**src/rtl/idx8_scanout_pkg.sv**
```systemverilog
package idx8_scanout_pkg;

   localparam logic [4:0] FMT_IDX8   = 5'h13;
   localparam int         BASE_SHIFT = 13;
   localparam int         ROW_SHIFT  = 6;
   localparam int         XW         = 12;
   localparam int         YW         = 11;

   typedef struct packed {
      logic [8:0] base;
      logic [5:0] fbw;
      logic [4:0] fmt;
   } fb_cfg_t;

   typedef struct packed {
      logic [XW-1:0] x0;
      logic [YW-1:0] y0;
      logic [3:0]    hmag;
      logic [1:0]    vmag;
      logic [XW-1:0] wm1;
      logic [YW-1:0] hm1;
   } win_cfg_t;

endpackage

```
**src/rtl/scan_timing.sv**
```systemverilog
module scan_timing #(
   parameter int H_VIS = 16,
   parameter int H_FP  = 2,
   parameter int H_SW  = 3,
   parameter int H_BP  = 2,
   parameter int V_VIS = 8,
   parameter int V_FP  = 1,
   parameter int V_SW  = 2,
   parameter int V_BP  = 1,
   parameter int HCW   = 5,
   parameter int VCW   = 4
) (
   input  logic           clk,
   input  logic           rst_n,
   output logic [HCW-1:0] hcnt,
   output logic [VCW-1:0] vcnt,
   output logic           act,
   output logic           hs_raw,
   output logic           vs_raw,
   output logic           last
);
   localparam int HT = H_VIS + H_FP + H_SW + H_BP;
   localparam int VT = V_VIS + V_FP + V_SW + V_BP;
   localparam logic [HCW-1:0] H_LAST = HCW'(HT - 1);
   localparam logic [VCW-1:0] V_LAST = VCW'(VT - 1);
   localparam logic [HCW-1:0] H_VIS_C = HCW'(H_VIS);
   localparam logic [VCW-1:0] V_VIS_C = VCW'(V_VIS);
   localparam logic [HCW-1:0] HS_BEG = HCW'(H_VIS + H_FP);
   localparam logic [HCW-1:0] HS_END = HCW'(H_VIS + H_FP + H_SW);
   localparam logic [VCW-1:0] VS_BEG = VCW'(V_VIS + V_FP);
   localparam logic [VCW-1:0] VS_END = VCW'(V_VIS + V_FP + V_SW);

   always_ff @(posedge clk or negedge rst_n) begin
      if (!rst_n) begin
         hcnt <= '0;
         vcnt <= '0;
      end else if (hcnt == H_LAST) begin
         hcnt <= '0;
         vcnt <= (vcnt == V_LAST) ? '0 : vcnt + 1'b1;
      end else begin
         hcnt <= hcnt + 1'b1;
      end
   end

   always_comb begin
      act    = (hcnt < H_VIS_C) && (vcnt < V_VIS_C);
      hs_raw = (hcnt >= HS_BEG) && (hcnt < HS_END);
      vs_raw = (vcnt >= VS_BEG) && (vcnt < VS_END);
      last   = (hcnt == H_LAST) && (vcnt == V_LAST);
   end

   p_hcnt_range_r1: assert property (@(posedge clk) disable iff (!rst_n)
      hcnt <= H_LAST);
   p_vcnt_range_r1: assert property (@(posedge clk) disable iff (!rst_n)
      vcnt <= V_LAST);
   p_line_wrap_r1: assert property (@(posedge clk) disable iff (!rst_n)
      (hcnt == H_LAST) |=> (hcnt == '0));

endmodule

```
**src/rtl/scan_fetch.sv**
```systemverilog
module scan_fetch
   import idx8_scanout_pkg::*;
#(
   parameter int ADDR_W = 32,
   parameter int HCW    = 5,
   parameter int VCW    = 4
) (
   input  logic [HCW-1:0]    hcnt,
   input  logic [VCW-1:0]    vcnt,
   input  fb_cfg_t           fb,
   input  win_cfg_t          win,
   output logic [ADDR_W-1:0] raddr,
   output logic [1:0]        lane,
   output logic              inwin
);
   logic [XW:0]       hx, x0e, xend;
   logic [YW:0]       vy, y0e, yend;
   logic [XW-1:0]     relx, col, hdiv;
   logic [YW-1:0]     rely, row, vdiv;
   logic [ADDR_W-1:0] byte_addr;

   always_comb begin
      hx   = (XW+1)'(hcnt);
      vy   = (YW+1)'(vcnt);
      x0e  = {1'b0, win.x0};
      y0e  = {1'b0, win.y0};
      xend = x0e + {1'b0, win.wm1};
      yend = y0e + {1'b0, win.hm1};
      inwin = (hx >= x0e) && (hx <= xend) && (vy >= y0e) && (vy <= yend);
      relx = XW'(hx - x0e);
      rely = YW'(vy - y0e);
      hdiv = XW'(win.hmag) + XW'(1);
      vdiv = YW'(win.vmag) + YW'(1);
      col  = relx / hdiv;
      row  = rely / vdiv;
      byte_addr = (ADDR_W'(fb.base) << BASE_SHIFT)
                + ADDR_W'(row) * (ADDR_W'(fb.fbw) << ROW_SHIFT)
                + ADDR_W'(col);
      raddr = {byte_addr[ADDR_W-1:2], 2'b00};
      lane  = byte_addr[1:0];
   end

endmodule

```
**src/rtl/scan_out.sv**
```systemverilog
module scan_out #(
   parameter bit SYNC_ACTIVE_LOW = 1'b0
) (
   input  logic        clk,
   input  logic        rst_n,
   input  logic        act,
   input  logic        hs_raw,
   input  logic        vs_raw,
   input  logic        last,
   input  logic        show,
   input  logic [1:0]  lane,
   input  logic [31:0] rdata,
   output logic        hsync,
   output logic        vsync,
   output logic        de,
   output logic        frame_end,
   output logic [7:0]  pix
);
   logic       act_q, hs_q, vs_q, eof_q, show_q;
   logic [1:0] lane_q;
   logic [7:0] lanes [4];

   always_ff @(posedge clk or negedge rst_n) begin
      if (!rst_n) begin
         act_q  <= 1'b0;
         hs_q   <= 1'b0;
         vs_q   <= 1'b0;
         eof_q  <= 1'b0;
         show_q <= 1'b0;
         lane_q <= 2'd0;
      end else begin
         act_q  <= act;
         hs_q   <= hs_raw;
         vs_q   <= vs_raw;
         eof_q  <= last;
         show_q <= show;
         lane_q <= lane;
      end
   end

   for (genvar i = 0; i < 4; i++) begin : g_lane
      assign lanes[i] = rdata[8*i +: 8];
   end

   assign pix       = show_q ? lanes[lane_q] : 8'd0;
   assign de        = act_q;
   assign frame_end = eof_q;

   if (SYNC_ACTIVE_LOW) begin : g_sync_low
      assign hsync = rst_n ? ~hs_q : 1'b0;
      assign vsync = rst_n ? ~vs_q : 1'b0;
   end else begin : g_sync_high
      assign hsync = hs_q;
      assign vsync = vs_q;
   end

   p_de_no_sync_r1: assert property (@(posedge clk) disable iff (!rst_n)
      act_q |-> (!hs_q && !vs_q));
   p_eof_single_r2: assert property (@(posedge clk) disable iff (!rst_n)
      eof_q |=> !eof_q);
   p_eof_blank_r2: assert property (@(posedge clk) disable iff (!rst_n)
      eof_q |-> !act_q);
   p_blank_black_r4: assert property (@(posedge clk) disable iff (!rst_n)
      !act_q |-> (pix == 8'd0));

endmodule

```
**src/rtl/idx8_scanout.sv**
```systemverilog
module idx8_scanout
   import idx8_scanout_pkg::*;
#(
   parameter int H_VIS  = 16,
   parameter int H_FP   = 2,
   parameter int H_SW   = 3,
   parameter int H_BP   = 2,
   parameter int V_VIS  = 8,
   parameter int V_FP   = 1,
   parameter int V_SW   = 2,
   parameter int V_BP   = 1,
   parameter int ADDR_W = 32,
   parameter bit SYNC_ACTIVE_LOW = 1'b0
) (
   input  logic              clk,
   input  logic              rst_n,
   input  logic [63:0]       mode_word,
   input  logic [63:0]       fb_word,
   input  logic [63:0]       win_word,
   output logic [ADDR_W-1:0] vram_raddr,
   input  logic [31:0]       vram_rdata,
   output logic              hsync,
   output logic              vsync,
   output logic              de,
   output logic [7:0]        r,
   output logic [7:0]        g,
   output logic [7:0]        b,
   output logic              frame_end
);
   localparam int HT  = H_VIS + H_FP + H_SW + H_BP;
   localparam int VT  = V_VIS + V_FP + V_SW + V_BP;
   localparam int HCW = $clog2(HT);
   localparam int VCW = $clog2(VT);

   if (H_VIS < 1 || H_FP < 1 || H_SW < 1 || H_BP < 1) begin : g_bad_h
      $error("horizontal interval lengths must all be at least 1");
   end
   if (V_VIS < 1 || V_FP < 1 || V_SW < 1 || V_BP < 1) begin : g_bad_v
      $error("vertical interval lengths must all be at least 1");
   end
   if (HT > 4096 || VT > 2048) begin : g_bad_total
      $error("raster totals exceed the window coordinate range");
   end
   if (ADDR_W < 24) begin : g_bad_addr
      $error("ADDR_W must be at least 24 to hold the largest byte address");
   end

   fb_cfg_t        fb;
   win_cfg_t       win;
   logic [HCW-1:0] hcnt;
   logic [VCW-1:0] vcnt;
   logic           act, hs_raw, vs_raw, last, inwin, show;
   logic [1:0]     lane;
   logic [7:0]     pix;
   wire            unused_cfg = ^{mode_word[63:1], fb_word[63:20],
                                  win_word[63:55], win_word[31:29]};

   assign fb.base  = fb_word[8:0];
   assign fb.fbw   = fb_word[14:9];
   assign fb.fmt   = fb_word[19:15];
   assign win.x0   = win_word[11:0];
   assign win.y0   = win_word[22:12];
   assign win.hmag = win_word[26:23];
   assign win.vmag = win_word[28:27];
   assign win.wm1  = win_word[43:32];
   assign win.hm1  = win_word[54:44];

   scan_timing #(
      .H_VIS(H_VIS), .H_FP(H_FP), .H_SW(H_SW), .H_BP(H_BP),
      .V_VIS(V_VIS), .V_FP(V_FP), .V_SW(V_SW), .V_BP(V_BP),
      .HCW(HCW), .VCW(VCW)
   ) i_timing (
      .clk(clk), .rst_n(rst_n), .hcnt(hcnt), .vcnt(vcnt),
      .act(act), .hs_raw(hs_raw), .vs_raw(vs_raw), .last(last)
   );

   scan_fetch #(.ADDR_W(ADDR_W), .HCW(HCW), .VCW(VCW)) i_fetch (
      .hcnt(hcnt), .vcnt(vcnt), .fb(fb), .win(win),
      .raddr(vram_raddr), .lane(lane), .inwin(inwin)
   );

   assign show = act && inwin && mode_word[0] && (fb.fmt == FMT_IDX8);

   scan_out #(.SYNC_ACTIVE_LOW(SYNC_ACTIVE_LOW)) i_out (
      .clk(clk), .rst_n(rst_n), .act(act), .hs_raw(hs_raw), .vs_raw(vs_raw),
      .last(last), .show(show), .lane(lane), .rdata(vram_rdata),
      .hsync(hsync), .vsync(vsync), .de(de), .frame_end(frame_end), .pix(pix)
   );

   assign r = pix;
   assign g = pix;
   assign b = pix;

   p_disabled_black_r7: assert property (@(posedge clk) disable iff (!rst_n)
      !$past(mode_word[0]) |-> (r == 8'd0 && g == 8'd0 && b == 8'd0));
   p_fmt_black_r8: assert property (@(posedge clk) disable iff (!rst_n)
      ($past(fb_word[19:15]) != FMT_IDX8) |-> (r == 8'd0));
   p_reset_quiet_r9: assert property (@(posedge clk)
      !rst_n |-> (!de && !frame_end && r == 8'd0));

endmodule

```
**config.mk**
```make
export PLATFORM = sky130hd
export DESIGN_NAME = idx8_scanout
export DESIGN_NICKNAME = d
export VERILOG_FILES = /design/src/rtl/idx8_scanout_pkg.sv /design/src/rtl/scan_timing.sv /design/src/rtl/scan_fetch.sv /design/src/rtl/scan_out.sv /design/src/rtl/idx8_scanout.sv
export SDC_FILE = /design/constraint.sdc
export NUM_CORES = 1
export LEC_CHECK = 0
export BUFFER_PORTS_ARGS = -buffer_cell sky130_fd_sc_hd__buf_2
export CORE_ASPECT_RATIO = 0.75
export CORE_UTILIZATION = 35
export CTS_BUF_LIST = sky130_fd_sc_hd__clkbuf_8 sky130_fd_sc_hd__clkbuf_16
export DETAILED_ROUTE_END_ITERATION = 8
export PLACE_DENSITY = 0.65
export SLEW_MARGIN = 20
export SYNTH_ARGS = -nofsm -noshare
export SYNTH_HDL_FRONTEND = slang
export SYNTH_SLANG_ARGS = --single-unit
```
**constraint.sdc**
```tcl
create_clock -name clk -period 33.1 [get_ports clk]
set_input_delay 1.655 -clock clk [delete_from_list [all_inputs] [get_ports clk]]
set_output_delay 1.655 -clock clk [all_outputs]
set_load 0.1 [all_outputs]
```
==> results.md, run 1 <==
* Drt pass-1 iters at 5
* Die ar. at just under 30000 um2
* Hold Crit Depth at 1
* Final TNS setup at 0 ps
* Synthesized area at just over 10000 um2
* Place WS at 2517 ps
* First-pass GRT wire length at ~43 mm
* Clk_lat worst skew at around 250 ps
* Hold Path End: i_timing.hcnt[0]
* Largest net degree at the start of global routing at 17
* Post-cts resize count at 0
* Flip-flop and latch area at 400.4 um2
* Setup Crit Path Kind: in2out
* Height of the die at approximately 150 um
* Initial DRC count at approximately 580
* Clk buf depth at 2
* CP max stage cell: a2111oi_1
* TritonCTS buffer count at 3
* GRT Resource Usage Total at 0.1755
* Async set-or-reset flop fraction in the synthesized netlist at 1.000
* DR vias at between 9000 and 10000
* RSZ-0062 raised after global routing: no
* Worst r2r src: i_timing.hcnt[1]
* Outcome: finished, final reports clean
* Total clock sinks at 16
* Setup Skew at between 2 and 2.5 ps
* Dpl cell area at roughly 11000 um2
* Max-Cap Viols at 0
* Number of fill cells in the layout at 2940
* Multi-input gate area at roughly 8900 um2
* Main area contributors after synthesis: ha_1 22%, fa_1 8.3%, inv_1 4.3%, o21a_1 4.0%, dfrtp_1 4.0%
* DR vias/cell at roughly 5.4
* Top-count cell post-synth: ha_1
* Period minus WS final at a little over 30000 ps
* Crit-path max FO at 10
* GP Congestion at 0.8578
* Initial core utilization at 0.3583
* CTS tree: done
* # rows at 53
* Max Clk Rate at between 0.03 and 0.04 GHz
* Distinct cells, synth at 83
* Detailed Place HPWL at approximately 23 mm
* Share of layout cells above drive strength 1 at 0.1487
* CTS Hold Bufs at 0
* CTS root buf: clkbuf_16
* Final hold vios at 0
* Area delta synth->final at 9.271%
* Slack of the critical path at between 2000 and 3000 ps
* Slowest Stage Delay on Critical Path at between 700 and 800 ps
* Post-CTS Setup Bufs at 0
* Post-route ant nets at 0
* Avg Synthesized Cell Area at about 7.6 um2
* Rel. slew slack at 0.2984
* H-tree level count at 1
* Most frequent cells after synthesis: 174 x ha_1, 116 x inv_1, 99 x nand2_1
* IO Pins at ~290
* Post-synthesis register bit count at 16
* Seq/Total Area, Yosys at 0.03956
* Critical path endpoint category: primary output
* Crit path DAT at a little under 30000 ps
* Tightest Pin Transition at approximately 1000 ps
* Synth Flop Type: dfrtp_1
* Post-synth top area share at 0.2151
* HP Class: reg2reg
* Worst R2R End: i_out.lane_q[0]
* Port bufs at ~160
* Worst hold start: i_timing.hcnt[0]
* Drt wl/cell at between 10 and 15 um
* Clock transition at path regs at 60 ps
* Post-Syn Instances at 1324
* Die width at approximately 200 um
* Initial antenna violation count at 2
* Yosys top cell by area: ha_1
* GRT overflow at 0
* Core ar. at between 20000 and 30000 um2
* Worst EP required at between 30000 and 40000 ps
* Final Max Slew Viols at 0
* Post-route cell area at 11060 um2
* Worst R2R Path Depth at between 100 and 150
* R2R Setup Slk at approximately 8700 ps
* Yosys warning count at 0
* Number of global-route vias before repair at about 9100
* Post-synth EDFFs at 0
* CP Launch Type: primary input
* Layout Nets at approximately 1900
* Final Cycle Share at 0.9211
* Final setup violation count at 0
* Routed Wire Length at 26.25 mm
* DR DRC count at 0
worst max path at each step:
| stage | start | end |
|---|---|---|
| after floorplan | win_word[12] | vram_raddr[22] |
| after global placement | win_word[12] | vram_raddr[22] |
| after detailed placement | win_word[12] | vram_raddr[22] |
| after CTS | win_word[12] | vram_raddr[22] |
| after global routing | win_word[12] | vram_raddr[22] |
| final | win_word[12] | vram_raddr[22] |
registers in the layout, indices dropped and copies added (netlist names):
signal and count:
i_timing.hcnt 5, i_out.frame_end 1, i_out.vsync 1, i_out.de 1, i_out.show_q 1, i_out.lane_q 2
i_timing.vcnt 4, i_out.hsync 1
metal layers:
metal | part of all wire | wire (um) | track usage
met1 | 0.55 | 14370 | 0.2715
met2 | 0.40 | 10510 | 0.2712
met3 | 0.051 | 1336 | 0.01718
met4 | 0.0014 | 36 | 0.006589
met5 | 0 | 0 | 0
per-stage QoR:
step	instances	hold WS, ps	utilization
detailed placement	1807	504.4	0.3880
floorplan	1333	474.6	-
finish	1813	503.2	0.3915
CTS	1811	512.1	0.3912
global route	1811	533.2	0.3914
global placement	1807	502.5	0.3880
area by class of cell:
cell class | count | share of cell area
sequential | 16 | 0.03620
multi-input combinational | 1132 | 0.8005
timing repair buffer | 158 | 0.07195
clock buffer | 4 | 0.008032
antenna | 2 | 0.0004525
inverter | 116 | 0.03937
tap | 385 | 0.04355
cells by family (layout without fill, tap and decap cells):
kind of cell    count (synthesis)  count (layout)  share of synthesized area
fa+ha+maj                     217             217                     0.2991
flops                          16              16                    0.03955
simple gates                  473             473                     0.2424
mux                            47              47                    0.05970
xor+xnor                       62              62                    0.05365
compound gates                323             323                     0.2156
other cells                     1              12                  0.0003705
buf+inv                       185             278                    0.08962
cells in the final DEF, fill, tap and decap left out, drive strengths merged, types with 7 or more instances in the layout:
cell	instances
nor3	59
a31oi	8
ha	174
or3	16
nor2	98
nand3	23
nor2b	36
conb	10
mux2	18
xnor2	44
nand2	99
mux2i	21
o21bai	11
buf	158
a21oi	67
inv	116
o211ai	7
o21a	54
and2	32
mux4	8
dfrtp	16
xor2	18
o31ai	16
fa	42
nand2b	33
or4	10
nor4	13
a211oi	14
a21o	20
or2	9
and3	8
o21ai	70
nand4	17
worst max-delay path, delay by kind of cell:
| family | cells | cell delay, ps |
|---|---|---|
| AO/OA/AOI/OAI | 45 | 10740 |
| multiplexers | 5 | 1390 |
| adder cells (fa/ha/maj) | 18 | 6010 |
| XOR/XNOR | 3 | 520 |
| AND/OR/NAND/NOR | 30 | 7340 |
| buffers and inverters | 8 | 1140 |
Power of run 1 is not shown: default switching activity piles up to over one toggle a cycle in this logic, so the estimate is an artifact.
==> inputs of run 2 (changes only) <==
==> constraint.sdc (replaced) <==
create_clock -name clk -period 33.1 [get_ports clk]
set_input_delay 3.31 -clock clk [delete_from_list [all_inputs] [get_ports clk]]
set_output_delay 3.31 -clock clk [all_outputs]
set_load 0.1 [all_outputs]
==> results.md, run 2 (same netlist as run 1, synthesis figures left out) <==
* Outcome: finished, final reports clean
* Drt pass-1 iters at 5
* Crit-path max FO at 10
* Worst R2R End: i_out.lane_q[0]
* Clk buf depth at 2
* Core ar. at ~28000 um2
* Biggest regs: i_timing.hcnt x5, i_timing.vcnt x4, i_out.lane_q x2
* Place WS at 1191 ps
* Die ar. at slightly below 30000 um2
* Height of the die at 149.3 um
* Max reg flops at 5
* CP bufs+invs at 12
* GRT Resource Usage Total at 0.1754
* Port bufs at approximately 160
* Period minus WS final at around 31000 ps
* Tightest Pin Transition at 1007 ps
* Initial DRC count at ~560
* IO Pins at 286
* Hold WS at between 500 and 600 ps
* DR vias at roughly 9600
* Worst setup path start: win_word[12]
* TritonCTS buffer count at 3
* Final setup violation count at 0
* R2R Setup Slk at between 8000 and 9000 ps
* Worst EP required at a little under 30000 ps
* CTS root buf: clkbuf_16
* Die width at roughly 200 um
* Detailed Place HPWL at approximately 23 mm
* Routed Wire Length at ~26 mm
* DR vias/cell at roughly 5.3
* Worst hold start: i_timing.hcnt[0]
* Final TNS setup at 0 ps
* Crit path DAT at 27660 ps
* Largest register by flop count: i_timing.hcnt
* Most common cell after layout, fill and taps aside: ha_1
* Worst r2r src: i_timing.hcnt[1]
* GRT overflow at 0
* Clock transition at path regs at about 50 ps
* CP Launch Type: primary input
* Post-route ant nets at 0
* Final Cycle Share at 0.9357
* Rel. slew slack at 0.3265
* Drt wl/cell at 14.34 um
* H-tree level count at 1
* Area delta synth->final at 10.75%
* Layout Nets at 1877
* Max Clk Rate at approximately 0.032 GHz
* Initial antenna violation count at 2
* Max-Cap Viols at 0
* First-pass GRT wire length at 43.28 mm
* Worst R2R Path Depth at between 90 and 100
* Total clock sinks at 16
* Slack of the critical path at 2128 ps
* Final hold vios at 0
* Final Max Slew Viols at 0
* Setup Crit Path Kind: in2out
* Share of layout cells above drive strength 1 at 0.1597
* Hold Crit Depth at 1
* CTS tree: done
* Slowest Stage Delay on Critical Path at approximately 590 ps
* # rows at 53
* GP Congestion at between 0.8 and 0.9
* Largest net degree at the start of global routing at 17
* Clk_lat worst skew at 250 ps
* Number of global-route vias before repair at a little under 9000
* Final core occ at 0.3968
* Initial core utilization at 0.3583
* Critical path endpoint category: primary output
* CP max stage cell: o41a_2
* Hold Path End: i_timing.hcnt[0]
* HP Class: reg2reg
* DR DRC count at 0
* Critical path's top delay family: compound AO/OA/AOI/OAI gates
* Setup Skew at approximately 1.8 ps
* Most frequent cells in the layout: 174 x ha_1, 154 x buf_2, 116 x inv_1, 99 x nand2_1, 97 x nor2_1
[run 2: cell count changes in the layout (fill, tap and decap cells not counted), moves of 2 or more]
| cell | before | now |
|---|---|---|
| buf_4 | 2 | 10 |
| a211oi_1 | 13 | 11 |
| buf_12 | 0 | 2 |
| buf_2 | 156 | 154 |
| nor2b_1 | 36 | 34 |
| nor2b_2 | 0 | 2 |
[run 2: how the worst max path moves through the flow]
| stage | endpoint | slack, ps | cells past startpoint |
|---|---|---|---|
| 6_report | vram_raddr[23] | 2130 | 113 |
| 5_1_grt | vram_raddr[22] | -10 | 114 |
| 4_1_cts | vram_raddr[23] | 1120 | 110 |
| 3_5_place_dp | vram_raddr[22] | 1190 | 111 |
| 3_3_place_gp | vram_raddr[23] | 1560 | 110 |
| 2_1_floorplan | vram_raddr[22] | 4020 | 110 |
[run 2: cell type report]
type	count	area, um2
fillers	2899	17040
inverters	116	435.4
well taps	385	481.7
diodes	2	5.005
flip-flops and latches	16	400.4
clock buffers	4	88.84
multi-input cells	1132	8914
repair buffers	166	885.9
[run 2: repair_timing]
| item | CTS | global route |
|---|---|---|
| hold buffers | 0 | 0 |
| endpoints found under the setup margin | 0 | 10 |
| setup buffers | 0 | 2 |
| gates resized for setup | 0 | 15 |
[run 2: metrics by stage]
stage | cell area [um2] | instances
after global placement | 11040 | 1813
after CTS | 11130 | 1817
final | 11210 | 1821
after detailed placement | 11040 | 1813
after floorplan | 10160 | 1333
after global routing | 11210 | 1819
[run 2: routing by layer]
metal	vias to the layer above	global-route usage	routed length (um)
met5	-	0	0
met4	0	0.01008	82
met3	11	0.01944	1502
met2	264	0.2609	10210
met1	4416	0.2768	14310
li1	4958	-	-
Power of run 2 is left out for the same reason.
